==> src/rtl/pfdeg_pkg.sv <==
package pfdeg_pkg;
  typedef enum logic [1:0] {
    ADJ_HOLD = 2'd0,
    ADJ_UP   = 2'd1,
    ADJ_DOWN = 2'd2
  } adj_e;
endpackage

==> src/rtl/pfdeg_linebits.sv <==
// Per-line flags: prefetched-and-unused, and could-have-been-prefetched.
module pfdeg_linebits #(
  parameter int LINES = 64,
  parameter int IW    = 6
) (
  input  logic          clk,
  input  logic          rst,
  input  logic          pf_on,
  input  logic          pfill_vld,
  input  logic [IW-1:0] pfill_idx,
  input  logic          acc_vld,
  input  logic [IW-1:0] acc_idx,
  input  logic          dfill_vld,
  input  logic [IW-1:0] dfill_idx,
  input  logic          prev_vld,
  input  logic          prev_hit,
  input  logic [IW-1:0] prev_idx,
  output logic          pb_use,
  output logic          zb_use
);
  logic [LINES-1:0] pbit;
  logic [LINES-1:0] zbit;

  // reads see the flags as they were before this cycle
  assign pb_use = acc_vld & pbit[acc_idx];
  assign zb_use = prev_vld & prev_hit & zbit[prev_idx];

  for (genvar g = 0; g < LINES; g++) begin : g_line
    always_ff @(posedge clk) begin
      if (rst) begin
        pbit[g] <= 1'b0;
      end else if (pfill_vld && pfill_idx == IW'(g)) begin
        pbit[g] <= 1'b1;
      end else if (acc_vld && acc_idx == IW'(g)) begin
        pbit[g] <= 1'b0;
      end
    end

    always_ff @(posedge clk) begin
      if (rst) begin
        zbit[g] <= 1'b0;
      end else if (dfill_vld && !pf_on && dfill_idx == IW'(g)) begin
        zbit[g] <= 1'b1;
      end else if ((acc_vld && pf_on && acc_idx == IW'(g)) ||
                   (prev_vld && prev_hit && prev_idx == IW'(g))) begin
        zbit[g] <= 1'b0;
      end
    end
  end
endmodule

==> src/rtl/pfdeg_window.sv <==
// Reply and hit counters; issues an adjustment when the reply count wraps.
module pfdeg_window
  import pfdeg_pkg::*;
#(
  parameter int CNT_W = 4,
  parameter int HI_TH = 12,
  parameter int LO_TH = 4
) (
  input  logic       clk,
  input  logic       rst,
  input  logic [1:0] p_inc,
  input  logic [1:0] u_inc,
  output adj_e       adj
);
  logic [CNT_W-1:0] pcnt, ucnt;
  logic [CNT_W:0]   psum;
  logic [CNT_W-1:0] usum;
  logic             wrap;

  assign psum = {1'b0, pcnt} + (CNT_W + 1)'(p_inc);
  assign usum = ucnt + CNT_W'(u_inc);
  assign wrap = psum[CNT_W];

  always_comb begin
    adj = ADJ_HOLD;
    if (wrap) begin
      if (int'(usum) > HI_TH)      adj = ADJ_UP;
      else if (int'(usum) < LO_TH) adj = ADJ_DOWN;
    end
  end

  always_ff @(posedge clk) begin
    if (rst) begin
      pcnt <= '0;
      ucnt <= '0;
    end else begin
      pcnt <= psum[CNT_W-1:0];
      ucnt <= wrap ? '0 : usum;
    end
  end
endmodule

==> src/rtl/pfdeg_lookahead.sv <==
// Saturating degree register with registered enable.
module pfdeg_lookahead
  import pfdeg_pkg::*;
#(
  parameter int LA_MAX = 7,
  parameter int LA_W   = 3
) (
  input  logic            clk,
  input  logic            rst,
  input  adj_e            adj,
  output logic [LA_W-1:0] la,
  output logic            en
);
  logic [LA_W-1:0] la_nx;

  always_comb begin
    la_nx = la;
    case (adj)
      ADJ_UP:   if (la != LA_W'(LA_MAX)) la_nx = la + 1'b1;
      ADJ_DOWN: if (la != '0)            la_nx = la - 1'b1;
      default:  la_nx = la;
    endcase
  end

  always_ff @(posedge clk) begin
    if (rst) begin
      la <= LA_W'(1);
      en <= 1'b1;
    end else begin
      la <= la_nx;
      en <= (la_nx != '0);
    end
  end
endmodule

==> src/rtl/pf_degree_ctrl.sv <==
module pf_degree_ctrl
  import pfdeg_pkg::*;
#(
  parameter int LINES  = 64,
  parameter int CNT_W  = 4,
  parameter int LA_MAX = 7,
  parameter int HI_TH  = 12,
  parameter int LO_TH  = 4,
  localparam int IDX_W = $clog2(LINES),
  localparam int LA_W  = $clog2(LA_MAX + 1)
) (
  input  logic             clk,
  input  logic             rst,
  input  logic             rply_vld,
  input  logic             pfill_vld,
  input  logic [IDX_W-1:0] pfill_idx,
  input  logic             acc_vld,
  input  logic [IDX_W-1:0] acc_idx,
  input  logic             dfill_vld,
  input  logic [IDX_W-1:0] dfill_idx,
  input  logic             prev_vld,
  input  logic             prev_hit,
  input  logic [IDX_W-1:0] prev_idx,
  output logic [LA_W-1:0]  degree,
  output logic             pf_en
);
  logic       pf_on;
  logic       pb_use, zb_use;
  logic [1:0] p_inc, u_inc;
  adj_e       adj;

  assign pf_on = (degree != '0);
  assign p_inc = {1'b0, rply_vld} + {1'b0, dfill_vld & ~pf_on};
  assign u_inc = {1'b0, pb_use} + {1'b0, zb_use};

  pfdeg_linebits #(.LINES(LINES), .IW(IDX_W)) u_bits (
    .clk(clk), .rst(rst), .pf_on(pf_on),
    .pfill_vld(pfill_vld), .pfill_idx(pfill_idx),
    .acc_vld(acc_vld), .acc_idx(acc_idx),
    .dfill_vld(dfill_vld), .dfill_idx(dfill_idx),
    .prev_vld(prev_vld), .prev_hit(prev_hit), .prev_idx(prev_idx),
    .pb_use(pb_use), .zb_use(zb_use)
  );

  pfdeg_window #(.CNT_W(CNT_W), .HI_TH(HI_TH), .LO_TH(LO_TH)) u_win (
    .clk(clk), .rst(rst), .p_inc(p_inc), .u_inc(u_inc), .adj(adj)
  );

  pfdeg_lookahead #(.LA_MAX(LA_MAX), .LA_W(LA_W)) u_la (
    .clk(clk), .rst(rst), .adj(adj), .la(degree), .en(pf_en)
  );
endmodule

==> config.mk <==
export PLATFORM = sky130hd
export DESIGN_NAME = pf_degree_ctrl
export DESIGN_NICKNAME = d
export VERILOG_FILES = /design/src/rtl/pfdeg_pkg.sv /design/src/rtl/pfdeg_linebits.sv /design/src/rtl/pfdeg_window.sv /design/src/rtl/pfdeg_lookahead.sv /design/src/rtl/pf_degree_ctrl.sv
export SDC_FILE = /design/constraint.sdc
export NUM_CORES = 1
export LEC_CHECK = 0
export BUFFER_PORTS_ARGS = -buffer_cell sky130_fd_sc_hd__buf_2
export CAP_MARGIN = 20
export CORE_UTILIZATION = 62
export DETAILED_ROUTE_END_ITERATION = 6
export PLACE_DENSITY = 0.86
export SLEW_MARGIN = 10
export SYNTH_ARGS = -nofsm -noshare
export SYNTH_HDL_FRONTEND = slang
export SYNTH_SLANG_ARGS = --single-unit
==> constraint.sdc <==
create_clock -name clk -period 5.06 [get_ports clk]
set_clock_uncertainty 0.15 [all_clocks]
set_input_delay 0.759 -clock clk [delete_from_list [all_inputs] [get_ports clk]]
set_output_delay 0.759 -clock clk [all_outputs]
set_load 0.005 [all_outputs]
==> results.ini, run 1 <==
[synth]
seq_area_frac_synth_pct = 38.0
synth_seq_cells = 140
ys.flop_type = dfxtp_1
synth_edf_count = 0
netlist_area_um2 = 7380
synth_cells = 889
avgSynthCellArea_um2 = 8.30
yosys_warnings = 0
async_reset_ff_share_pct = 0
synth.net_count = 930
synth_cell_types = 50

[layout]
fin_util_pct = 71.7
syn_to_final_growth_pct = 11.9
drive_gt1_share_pct = 13.4
nNetsFinal = 947
layout_commonest_cell = dfxtp_1
num_antenna_cells = 0
stdcell_area_um2 = 8250
layout_common_cells = dfxtp_1, nand2_1, a21oi_1

[floorplan]
fp.dieH_um = 111
die_x_um = 111
die-area_um2 = 12300
pin_count = 36
rows = 39
coreArea_um2 = 11500
start_util_pct = 64.0

[setup_path]
critPathCaptureType = register
cp_max_fo = 10
worstSetupStartpointType = input port
crit_path_start = prev_idx[0]
required_ns = 5.22
r2r_slack_ns = 0.52
r2r-start = u_bits.zbit[45]$_SDFFE_PP0P_
worstSetupPathType = input port to register
crit_arrival_ns = 5.04

[timing]
whs_ns = 0.320
setup_violations = 0
relSlewSlack_pct = 23.5
worst_pin_slew_ns = 1.14
period_needed_ns = 4.88
fin_crit_sh_pct = 96.5
slew_violations = 0
fmax_mhz = 205
hold_viol_final = 0

[clocking]
cts_sinks = 140
cts_made_buffers = 17
cts.clk_slew.worst_paths_ns = 0.06
cts_buffer_depth = 2
cts-root-buf = clkbuf_16
h-tree-depth = 4
cts_tree = built
cts_hold_buffers = 0
insertion_delay_ns = 0.43

[drt]
drtIter0Drc = 1116
num_vias = 7344
wl_met1_um = 8610
drc = 5
topRoutingLayerUsed = met4
wl_met3_um = 2750
first_pass_iters = 7
antenna_left = 0
wl_met2_um = 9610
drt-total-wl_um = 21800
wl_per_cell_um = 20.6
vias_per_cell = 6.93

[placed_design]
io_buffers = 35
dpl_cell_area_um2 = 7640
hpwl_um = 14500
gp_congestion = 0.982

[global_route]
grt_util_all_layers_pct = 36.2
globalRouteOverflowTotal = 0
grt_antenna_before_repair = 0
grt_max_degree = 85
grt_pass1_vias = 6915
grt_first_pass_wirelength_um = 34800

[min_path]
hold_class = register to register
min-delay-start = u_bits.zbit[17]$_SDFFE_PP0P_

[power]
vdd_drop_max_mv = 0.248
finalPower_mw = 2.54
power_density_nw_per_um2 = 308
p_leak_nw = 2.75

[outcome]
status = finished, violations left
failed_checks = DRC

[run]
max-cap-violations = 0

worst paths after layout:
check,end,cells past startpoint
setup reg to reg,u_la.en$_SDFF_PP1_,16
hold / removal,u_bits.zbit[17]$_SDFFE_PP0P_,2
setup / recovery,u_la.en$_SDFF_PP1_,18
hold reg to reg,u_bits.zbit[17]$_SDFFE_PP0P_,2
final cells by class:
class                   count  area (um2)
multi-input cells         673        4250
fillers                   859        3260
flip-flops and latches    140        2800
clock buffers              22         474
repair buffers             64         415
well taps                 143         179
clock inverters             8        92.6
inverters                  10        37.5
state kept, by name (all words and copies together), names as in the netlist:
register     count
u_win.pcnt       4
u_la.en          1
u_bits.zbit     64
u_bits.pbit     64
u_win.ucnt       4
u_la.la          3
report_power, final:
part	internal [mW]	total, mW	switching [mW]
Clock	0.753	1.21	0.462
Combinational	0.0614	0.212	0.151
Sequential	1.11	1.11	0.00337
worst max-delay path: stages:
cell	delay, ns
buf_2	0.22
buf_4	0.23
mux4_1	0.58
a22oi_1	0.18
nand2_1	0.08
nor4b_1	0.26
nor4_1	0.09
buf_4	0.16
fa_1	0.41
ha_1	0.24
xnor2_2	0.23
and3_1	0.21
inv_1	0.05
ha_1	0.21
and3_1	0.19
a211o_1	0.28
a211o_1	0.30
or3_1	0.36
cell families (layout without fill, tap and decap cells):
logic type	after synthesis	after routing	share of synthesized area [%]
fa+ha+maj	9	9	1.73
compound gates	283	283	23.7
buf+inv	76	104	4.60
simple gates	336	336	20.8
xor+xnor	4	4	0.475
mux	41	41	10.7
flops	140	140	38.0
synth_stat cells, types with 2 or more instances:
master / n / share of area [%]
inv_1: 10 / 0.51
and3_1: 4 / 0.34
buf_4: 4 / 0.41
or2_2: 2 / 0.17
mux4_1: 7 / 2.5
and2_1: 2 / 0.17
o21ai_0: 70 / 4.7
nand4_1: 3 / 0.25
clkbuf_1: 40 / 2.0
nor2_1: 84 / 4.3
nand2_1: 136 / 6.9
a22oi_1: 66 / 6.7
fa_1: 2 / 0.54
nor4_1: 5 / 0.42
xnor2_1: 2 / 0.24
nor3b_2: 3 / 0.51
a211o_1: 2 / 0.24
buf_6: 2 / 0.31
o22ai_1: 2 / 0.17
nand2b_1: 16 / 1.4
nand3b_1: 2 / 0.20
a22o_1: 2 / 0.24
ha_1: 7 / 1.2
a21oi_1: 99 / 6.7
nor3_1: 29 / 2.0
nand3_1: 21 / 1.4
o221ai_1: 32 / 3.8
dfxtp_1: 140 / 38
nor4b_1: 3 / 0.36
xor2_1: 2 / 0.24
a32oi_1: 2 / 0.24
a31oi_1: 2 / 0.17
a2111oi_0: 2 / 0.24
mux4_2: 21 / 6.4
mux2i_1: 13 / 1.8
buf_2: 19 / 1.3
nor2b_1: 17 / 1.4
nor3b_1: 2 / 0.20
metal layers:
metal / global-route usage, % / up-vias
met5: 0 / -
met4: 18.6 / 0
met3: 10.6 / 84
met2: 54.6 / 526
met1: 47.4 / 3438
li1: - / 3296
metrics by stage:
| stage | cells | setup WS, ns | TNS [ns] |
|---|---|---|---|
| 5_1_grt | 1060 | -0.0201 | -0.0201 |
| 4_1_cts | 1056 | 0.201 | 0 |
| 2_1_floorplan | 889 | 0.349 | 0 |
| 3_3_place_gp | 1026 | -0.0860 | -0.0860 |
| 6_report | 1060 | 0.177 | 0 |
| 3_5_place_dp | 1026 | -0.214 | -0.214 |
timing repair:
| action | in CTS | in global routing |
|---|---|---|
| setup buffers | 0 | 0 |
| setup endpoints to repair | 0 | 1 |
| gates resized for setup | 0 | 2 |
Power figures use the tool's default switching activity.
==> inputs of run 2 (changes only) <==
--- a/config.mk
+++ b/config.mk
@@ -5,6 +5,7 @@
 export SDC_FILE = /design/constraint.sdc
 export NUM_CORES = 1
 export LEC_CHECK = 0
+export ABC_AREA = 1
 export BUFFER_PORTS_ARGS = -buffer_cell sky130_fd_sc_hd__buf_2
 export CAP_MARGIN = 20
 export CORE_UTILIZATION = 62
==> run 2 against run 1 <==
Net effect:
- core utilization down 1.7 points
- the run now ends clean
- first-iteration DRC count up 42%
- power down 1.6%
- area after synthesis up 12%
- final area up 8.2%
- wire length up 19%
==> results.ini, run 2 <==
[drt]
drc = 0
num_vias = 9225
drt-total-wl_um = 26000
drtIter0Drc = 1583
wl_per_cell_um = 17.0
antenna_left = 0
first_pass_iters = 7
vias_per_cell = 6.03

[synth]
synth_area_leaders = dfxtp_1, nand2_1, nand3_1, a21oi_1, nor2_1
yosysMostFrequentCell = nand2_1
netlist_area_um2 = 8250
seq_area_frac_synth_pct = 34.0
synth_cells = 1352
async_reset_ff_share_pct = 0
synth.net_count = 1393
yosys_warnings = 0
synth.largest_area_cell = dfxtp_1
ys.flop_type = dfxtp_1
yosysTopAreaCellShare_pct = 34.0
synth_seq_cells = 140
ys_top_cells_by_count = nand2_1, nand3_1, dfxtp_1
synth_cell_types = 31
synth_edf_count = 0
avgSynthCellArea_um2 = 6.10

[clocking]
cts_buffer_depth = 2
h-tree-depth = 4
insertion_delay_ns = 0.43
cts_hold_buffers = 0
cts_tree = built
postCtsSetupRepairBufs = 0
cts-root-buf = clkbuf_16
cts_sinks = 140
cts-resized-gates = 0
cts_made_buffers = 17
cts.clk_slew.worst_paths_ns = 0.06

[layout]
layout_common_cells = nand2_1, nand3_1, dfxtp_1
fin_cells = 1531
drive_gt1_share_pct = 8.90
nFillCells = 1113
stdcell_area_um2 = 8930
fin_util_pct = 69.9
num_antenna_cells = 0
syn_to_final_growth_pct = 8.35
layout_commonest_cell = nand2_1
nNetsFinal = 1389
largestRegisters = u_bits.pbit (64), u_bits.zbit (64)

[power]
vdd_drop_max_mv = 0.246
power_density_nw_per_um2 = 280
finalPower_mw = 2.50
p_leak_nw = 3.46

[placed_design]
hpwl_um = 16600
dpl_cell_area_um2 = 8400
gp_congestion = 0.973
pre_cts_ws_ns = 0.264
io_buffers = 35
place_inst = 1501

[global_route]
grt_pass1_vias = 8304
grt_antenna_before_repair = 0
grt_max_degree = 94
globalRouteOverflowTotal = 0
grt_first_pass_wirelength_um = 41500
grt_util_all_layers_pct = 37.7

[floorplan]
die_x_um = 117
die-area_um2 = 13800
rows = 41
pin_count = 36
start_util_pct = 64.6
coreArea_um2 = 12800
fp.dieH_um = 117

[timing]
hold_viol_final = 0
setup_violations = 0
fin_crit_sh_pct = 88.8
slew_violations = 0
period_needed_ns = 4.49
worst_slack_ns = 0.566
relSlewSlack_pct = 24.6
finalSetupTns_ns = 0
worst_pin_slew_ns = 1.13
rsz0062_at_grt = false
whs_ns = 0.313
fmax_mhz = 223

[min_path]
min_delay_worst_endpoint = u_bits.pbit[36]$_SDFFE_PP0P_
hold_depth = 2
hold_class = register to register
min-delay-start = u_bits.pbit[36]$_SDFFE_PP0P_

[setup_path]
worstSetupPathType = input port to register
rr_endpoint = u_la.en$_SDFF_PP1_
slowest_stage = inv_1
r2r-start = u_bits.pbit[6]$_SDFFE_PP0P_
r2r_slack_ns = 1.40
slowest_delay_ns = 0.80
required_ns = 5.21
worstSetupStartpointType = input port
critPathCaptureType = register
crit_top_cell = nand2_1
crit_arrival_ns = 4.65
reg2reg_depth = 23
cp_max_fo = 30

[outcome]
status = complete, no violations

[run]
max-cap-violations = 0

==> run 2: changes by cell type after synthesis, sizes merged, moves of 16 or more <==
cell / change
nand2: +468
nand3: +162
a22oi: -66
inv: +58
o21ai: -56
o221ai: -32
a21oi: +30
mux4: -28
nor3: -19
nor2b: -17
buf: +16
nand2b: -16
o211ai: +16
==> run 2: worst max-delay path by stage <==
stage | from | end | slack (ns) | depth (start not counted)
2_1_floorplan | acc_idx[0] | u_la.en$_SDFF_PP1_ | 1.12 | 25
3_3_place_gp | prev_idx[0] | u_la.en$_SDFF_PP1_ | 0.38 | 24
3_5_place_dp | prev_idx[0] | u_la.en$_SDFF_PP1_ | 0.26 | 24
4_1_cts | prev_idx[0] | u_la.en$_SDFF_PP1_ | 0.71 | 24
5_1_grt | prev_idx[0] | u_la.en$_SDFF_PP1_ | 0.22 | 24
6_report | prev_idx[0] | u_la.en$_SDFF_PP1_ | 0.57 | 25
==> run 2: power by group <==
part	internal, mW	switching [mW]
logic	0.0396	0.178
registers	1.11	0.00337
clock network	0.689	0.481
total	1.84	0.662
==> run 2: layout make-up <==
class	count	area [um2]	area share [%]
clock buffer	21	460	5.15
inverter	68	255	2.86
multi-input combinational	1072	4830	54.1
tap	172	215	2.41
sequential	140	2800	31.4
clock inverter	9	72.6	0.812
timing repair buffer	49	295	3.31
==> run 2: critical path: cells and delay by family <==
family	cells	cell delay, ns
buffers and inverters	6	1.22
adders and majority gates	3	0.64
AOI/OAI and AO/OA	4	0.47
xor gates and xnor gates	1	0.18
and+or+nand+nor	11	1.36
==> run 2: logic make-up (layout without fill, tap and decap cells) <==
| kind of cell | after synthesis | in the layout | synth area share, % |
|---|---|---|---|
| adders and majority gates | 9 | 9 | 1.55 |
| xor gates and xnor gates | 3 | 3 | 0.319 |
| AOI/OAI and AO/OA | 162 | 162 | 11.0 |
| and+or+nand+nor | 898 | 898 | 45.6 |
| buffers and inverters | 140 | 147 | 7.47 |
| DFF | 140 | 140 | 34.0 |
==> run 2: per-layer routing <==
layer / global-route usage, % / up-vias / share of wire [%]
met2: 56.9 / 655 / 44
met4: 17.0 / 0 / 3.4
met5: 0 / - / 0
met3: 9.00 / 95 / 13
met1: 50.9 / 4147 / 39
li1: - / 4328 / -
